**src/rtl/wsq_pkg.sv**
```systemverilog
package wsq_pkg;
    localparam int W_BITS   = 8;
    localparam int RUN_LEN  = 4;
    localparam int MID_BITS = W_BITS - RUN_LEN - 1;
    localparam int RED_BITS = 1 + RUN_LEN;
    localparam int CMP_BITS = 1 + MID_BITS;
    localparam int LANE_OUT = RED_BITS + CMP_BITS + 1;

    typedef struct packed {
        logic                comp_vld;
        logic [CMP_BITS-1:0] comp;
        logic [RED_BITS-1:0] red;
    } lane_res_t;
endpackage

```
**src/rtl/wsq_lane.sv**
```systemverilog
module wsq_lane
    import wsq_pkg::*;
(
    input  logic [W_BITS-1:0] weight,
    input  logic              enable,
    output lane_res_t         res
);
    logic [RUN_LEN-1:0]  top_bits;
    logic [MID_BITS-1:0] mid_bits;
    logic                sign_bit;
    logic                is_run;
    logic                lsb_unused;

    assign top_bits   = weight[W_BITS-1 -: RUN_LEN];
    assign mid_bits   = weight[MID_BITS:1];
    assign sign_bit   = weight[W_BITS-1];
    assign lsb_unused = weight[0];
    assign is_run     = (top_bits == '0) || (top_bits == '1);

    always_comb begin
        res = '0;
        if (enable) begin
            if (is_run) begin
                res.red = {1'b0, sign_bit, mid_bits};
            end else begin
                res.red      = {1'b1, top_bits};
                res.comp     = {sign_bit, mid_bits};
                res.comp_vld = 1'b1;
            end
        end
    end

    always_comb begin
        if (!enable) begin
            assert_masked_zero_R7: assert (res == '0);
        end
    end
endmodule

```
**src/rtl/wsq_out_stage.sv**
```systemverilog
module wsq_out_stage #(
    parameter int WIDTH   = 8,
    parameter bit REG_OUT = 1'b1
) (
    input  logic             clk,
    input  logic             rst_n,
    input  logic             in_valid,
    input  logic [WIDTH-1:0] d,
    output logic             out_valid,
    output logic [WIDTH-1:0] q
);
    generate
        if (REG_OUT) begin : g_reg
            always_ff @(posedge clk) begin
                if (!rst_n) begin
                    q         <= '0;
                    out_valid <= 1'b0;
                end else begin
                    out_valid <= in_valid;
                    if (in_valid) begin
                        q <= d;
                    end
                end
            end

            assert_hold_R8: assert property (@(posedge clk) disable iff (!rst_n)
                !$past(in_valid) |-> $stable(q));
            assert_valid_follows_R8: assert property (@(posedge clk) disable iff (!rst_n)
                $past(in_valid) |-> out_valid);
        end else begin : g_comb
            logic unused_clk_rst;
            assign unused_clk_rst = clk ^ rst_n;
            assign q              = d;
            assign out_valid      = in_valid;
        end
    endgenerate
endmodule

```
**src/rtl/weight_squeeze.sv**
```systemverilog
module weight_squeeze
    import wsq_pkg::*;
#(
    parameter int LANES   = 8,
    parameter bit REG_OUT = 1'b1
) (
    input  logic                  clk,
    input  logic                  rst_n,
    input  logic                  in_valid,
    input  logic                  batch_mode,
    input  logic [LANES*8-1:0]    weights_in,
    output logic                  out_valid,
    output logic [LANES*5-1:0]    red_out,
    output logic [LANES*4-1:0]    comp_out,
    output logic [LANES-1:0]      comp_valid
);
    localparam int BUS_W = LANES * LANE_OUT;

    lane_res_t [LANES-1:0] lane_res;
    lane_res_t [LANES-1:0] lane_q;
    logic [BUS_W-1:0]      bus_d;
    logic [BUS_W-1:0]      bus_q;

    generate
        for (genvar i = 0; i < LANES; i++) begin : g_lane
            wsq_lane u_lane (
                .weight (weights_in[i*W_BITS +: W_BITS]),
                .enable ((i == 0) || batch_mode),
                .res    (lane_res[i])
            );
            assign red_out[i*RED_BITS +: RED_BITS]  = lane_q[i].red;
            assign comp_out[i*CMP_BITS +: CMP_BITS] = lane_q[i].comp;
            assign comp_valid[i]                    = lane_q[i].comp_vld;

            assert_tag_vs_comp_R4: assert property (@(posedge clk) disable iff (!rst_n)
                (out_valid && (i == 0 || red_out[i*RED_BITS +: RED_BITS] != '0))
                    |-> (red_out[i*RED_BITS + RED_BITS - 1] == comp_valid[i]));
            assert_comp_zero_R5: assert property (@(posedge clk) disable iff (!rst_n)
                !comp_valid[i] |-> (comp_out[i*CMP_BITS +: CMP_BITS] == '0));
        end
    endgenerate

    assign bus_d  = lane_res;
    assign lane_q = bus_q;

    wsq_out_stage #(
        .WIDTH   (BUS_W),
        .REG_OUT (REG_OUT)
    ) u_stage (
        .clk       (clk),
        .rst_n     (rst_n),
        .in_valid  (in_valid),
        .d         (bus_d),
        .out_valid (out_valid),
        .q         (bus_q)
    );

    generate
        if (REG_OUT) begin : g_chk
            assert_class_R1: assert property (@(posedge clk) disable iff (!rst_n)
                $past(in_valid) |-> (red_out[RED_BITS-1] ==
                    !($past(weights_in[7:4]) == 4'h0 || $past(weights_in[7:4]) == 4'hF)));
            assert_run_word_R2: assert property (@(posedge clk) disable iff (!rst_n)
                ($past(in_valid) && !red_out[RED_BITS-1])
                    |-> (red_out[3:0] == {$past(weights_in[7]), $past(weights_in[3:1])}));
            assert_plain_word_R3: assert property (@(posedge clk) disable iff (!rst_n)
                ($past(in_valid) && red_out[RED_BITS-1])
                    |-> (red_out[3:0] == $past(weights_in[7:4])));
        end
    endgenerate
endmodule

```
**config.mk**
```make
export PLATFORM = sky130hd
export DESIGN_NAME = weight_squeeze
export DESIGN_NICKNAME = d
export VERILOG_FILES = /design/src/rtl/wsq_pkg.sv /design/src/rtl/wsq_lane.sv /design/src/rtl/wsq_out_stage.sv /design/src/rtl/weight_squeeze.sv
export SDC_FILE = /design/constraint.sdc
export NUM_CORES = 1
export LEC_CHECK = 0
export ABC_AREA = 1
export CAP_MARGIN = 20
export CORE_ASPECT_RATIO = 0.5
export CORE_UTILIZATION = 30
export CTS_BUF_LIST = sky130_fd_sc_hd__clkbuf_16
export DETAILED_ROUTE_END_ITERATION = 8
export PLACE_DENSITY_LB_ADDON = 0.15
export REMOVE_ABC_BUFFERS = 1
export SLEW_MARGIN = 5
export SYNTH_ARGS = -nofsm -noshare
export SYNTH_HDL_FRONTEND = slang
export SYNTH_SLANG_ARGS = --single-unit
```
**constraint.sdc**
```tcl
create_clock -name clk -period 1.3 [get_ports clk]
set_input_delay 0.195 -clock clk [delete_from_list [all_inputs] [get_ports clk]]
set_output_delay 0.195 -clock clk [all_outputs]
set_load 0.01 [all_outputs]
```
==> results.py <==
metrics = {
    "layout": {
        "fin_nets": 689,
        "drive_gt1_share_pct": 9.42,
        "syn_to_final_growth_pct": 63.4,
        "antenna_cells": 0,
        "fin_util_pct": 52.1,
        "stdcell_area_um2": 5070,
    },
    "synthesis": {
        "synth_cell_types": 18,
        "syn_avg_cell_area_um2": 6.72,
        "postSynthCellCount": 462,
        "synth.ff_latch_count": 73,
        "yosys_warnings": 0,
        "ys_seq_area_share_pct": 47.1,
        "synth_area_um2": 3100,
    },
    "drt": {
        "wl_um": 8520,
        "antenna_left": 0,
        "wl_per_cell_um": 11.2,
        "dr_total_vias": 3282,
        "dr.pass1.iters": 4,
        "first_iter_violations": 115,
        "drcViolationCount": 0,
        "viasPerCell": 4.31,
    },
    "pwr": {
        "leakage_nw": 2.49,
        "powerDensity_nw_per_um2": 1160,
        "vdd_drop_max_mv": 0.654,
    },
    "worst_setup_path": {
        "required_ns": 1.55,
        "cp.arrival_ns": 1.43,
        "critPathMaxFanout": 4,
        "crit_type": "in -> reg",
        "critPathSlowestCell": "clkdlybuf4s50_1",
        "critical_path.max_stage_delay_ns": 0.45,
        "start_kind": "primary input",
        "cpMostUsedCell": "nand2_1",
        "crit_path_end_kind": "flip-flop",
        "path_cells": "clkdlybuf4s50_1 > nand2_1 > inv_1 > nand2_1 > nand2_1 > nor2_1 > nand2_1 > a21oi_1",
    },
    "clock_network": {
        "root_buffer": "clkbuf_16",
        "clk_pin_slew_ns": 0.06,
        "hold_buffers": 0,
        "clk_path_buf_depth": 2,
        "clock_latency_ns": 0.32,
        "cts-buffers-inserted": 9,
        "cts_tree": "yes",
        "cts_max_level": 3,
        "cts.sinks": 73,
    },
    "sta": {
        "timing.final.crit_share_pct": 90.3,
        "timing.fmax_mhz": 852,
        "rsz0062_at_grt": "true",
        "slew_viol_final": 0,
        "final-setup-viol-count": 0,
        "fin_worst_skew_ns": 0,
        "hold_violations": 0,
        "fin_crit_ns": 1.17,
        "slew_headroom_pct": 81.6,
        "worstMarginPinSlew_ns": 0.275,
        "holdWs_ns": 0.456,
    },
    "die": {
        "core_um2": 9730,
        "ios": 149,
        "die_y_um": 73.9,
        "die_x_um": 146,
        "start_util_pct": 31.9,
        "die_area_um2": 10800,
        "row_count": 25,
    },
    "global_routing": {
        "gr-total-overflow": 0,
        "grt_max_degree": 45,
        "track_usage_pct": 16.6,
        "grt_pass1_vias": 3112,
        "grt_pass1_wl_um": 14200,
        "antenna_found_initial": 0,
    },
    "run": {
        "maxCapViolations": 0,
    },
    "place": {
        "place.gp.congestion": 0.769,
        "placed_area_um2": 4840,
        "io_buffers": 140,
        "dp_hpwl_um": 6320,
    },
    "status": {
        "status": "finished, final reports clean",
    },
    "hold_path": {
        "hold_class": "in -> reg",
    },
}
logic make-up after synthesis:
group / share of synthesized area, %
AND/OR/NAND/NOR: 32.8
AO/OA/AOI/OAI: 12.2
flip-flops: 47.1
buffers and inverters: 7.86
area by class of cell:
type,instances,area (um^2)
Fill cell,998,4660
Timing Repair Buffer,174,1620
Sequential cell,73,1460
Multi-Input combinational cell,338,1410
Clock buffer,9,225
Tap cell,135,169
Clock inverter,7,95.1
Inverter,25,95.1
layout by cell type (no fill, tap or decap), drive strengths merged:
cell type,count
clkbuf,9
clkinvlp,3
a31oi,3
nor2,23
clkdlybuf4s50,59
clkinv,1
dlygate4sd2,81
dfxtp,73
bufinv,2
o21ai,3
inv,26
buf,34
a21oi,69
nand4,4
nand3,9
nand2,227
flip-flops by register name, indices dropped and copies added (netlist names):
register and cells:
u_stage.q 72, u_stage.out_valid 1
cell usage after synthesis:
| master | number | area [um^2] |
|---|---|---|
| nand2_1 | 225 | 845 |
| a31oi_1 | 3 | 18.8 |
| inv_1 | 22 | 82.6 |
| clkbuf_1 | 11 | 41.3 |
| dfxtp_1 | 73 | 1460 |
| nor2_1 | 23 | 86.3 |
| buf_6 | 1 | 11.3 |
| nand4_2 | 1 | 12.5 |
| nand2_2 | 2 | 12.5 |
| buf_4 | 11 | 82.6 |
| a21oi_1 | 69 | 345 |
| buf_2 | 2 | 10.0 |
| nand4_1 | 3 | 18.8 |
| inv_2 | 2 | 7.51 |
| buf_1 | 1 | 3.75 |
| nand3_1 | 9 | 45.0 |
| clkinv_2 | 1 | 5.00 |
| o21ai_0 | 3 | 15.0 |
critical path, delay by kind of cell:
family	cells	cell delay (ns)
AOI/OAI and AO/OA	1	0.13
and+or+nand+nor	5	0.62
buffers and inverters	2	0.49
final timing paths:
check | from | to | slack (ns) | cells after the start
hold / removal | weights_in[50] | u_stage.q[66]$_SDFFE_PN0P_ | 0.46 | 3
hold reg to reg | u_stage.q[3]$_SDFFE_PN0P_ | u_stage.q[3]$_SDFFE_PN0P_ | 0.46 | 2
setup reg to reg | u_stage.q[19]$_SDFFE_PN0P_ | u_stage.q[19]$_SDFFE_PN0P_ | 0.67 | 2
setup / recovery | weights_in[23] | u_stage.q[25]$_SDFFE_PN0P_ | 0.13 | 8
power breakdown:
group / total (mW) / leakage, nW / internal, mW / switching, mW
Sequential: 2.39 / 0.597 / 2.34 / 0.0481
Combinational: 0.866 / 1.74 / 0.448 / 0.418
Clock: 2.62 / 0.149 / 1.68 / 0.943
per-layer routing:
layer	share of wire (%)	track usage (%)
met1	48	20.1
met2	46	28.9
met3	5.1	5.64
met4	0.80	4.56
met5	0	0
stage by stage:
| step | setup TNS (ns) | worst slack [ns] | std cells | total power, mW |
|---|---|---|---|---|
| 6_report | 0 | 0.126 | 761 | 5.87 |
| 5_1_grt | -0.000661 | -0.000661 | 761 | 6.16 |
| 4_1_cts | 0 | 0.0496 | 761 | 5.96 |
| 3_5_place_dp | -12.06 | -0.285 | 745 | 3.39 |
| 3_3_place_gp | -10.60 | -0.243 | 745 | 3.38 |
| 2_1_floorplan | 0 | 0.267 | 436 | 2.77 |
repair_timing:
item                                    4_1_cts  5_1_grt
pin swaps                                     0        0
resized for setup                            81        4
buffers inserted                              0        0
endpoints found under the setup margin       81        7
(Power assumes the default switching activity.)
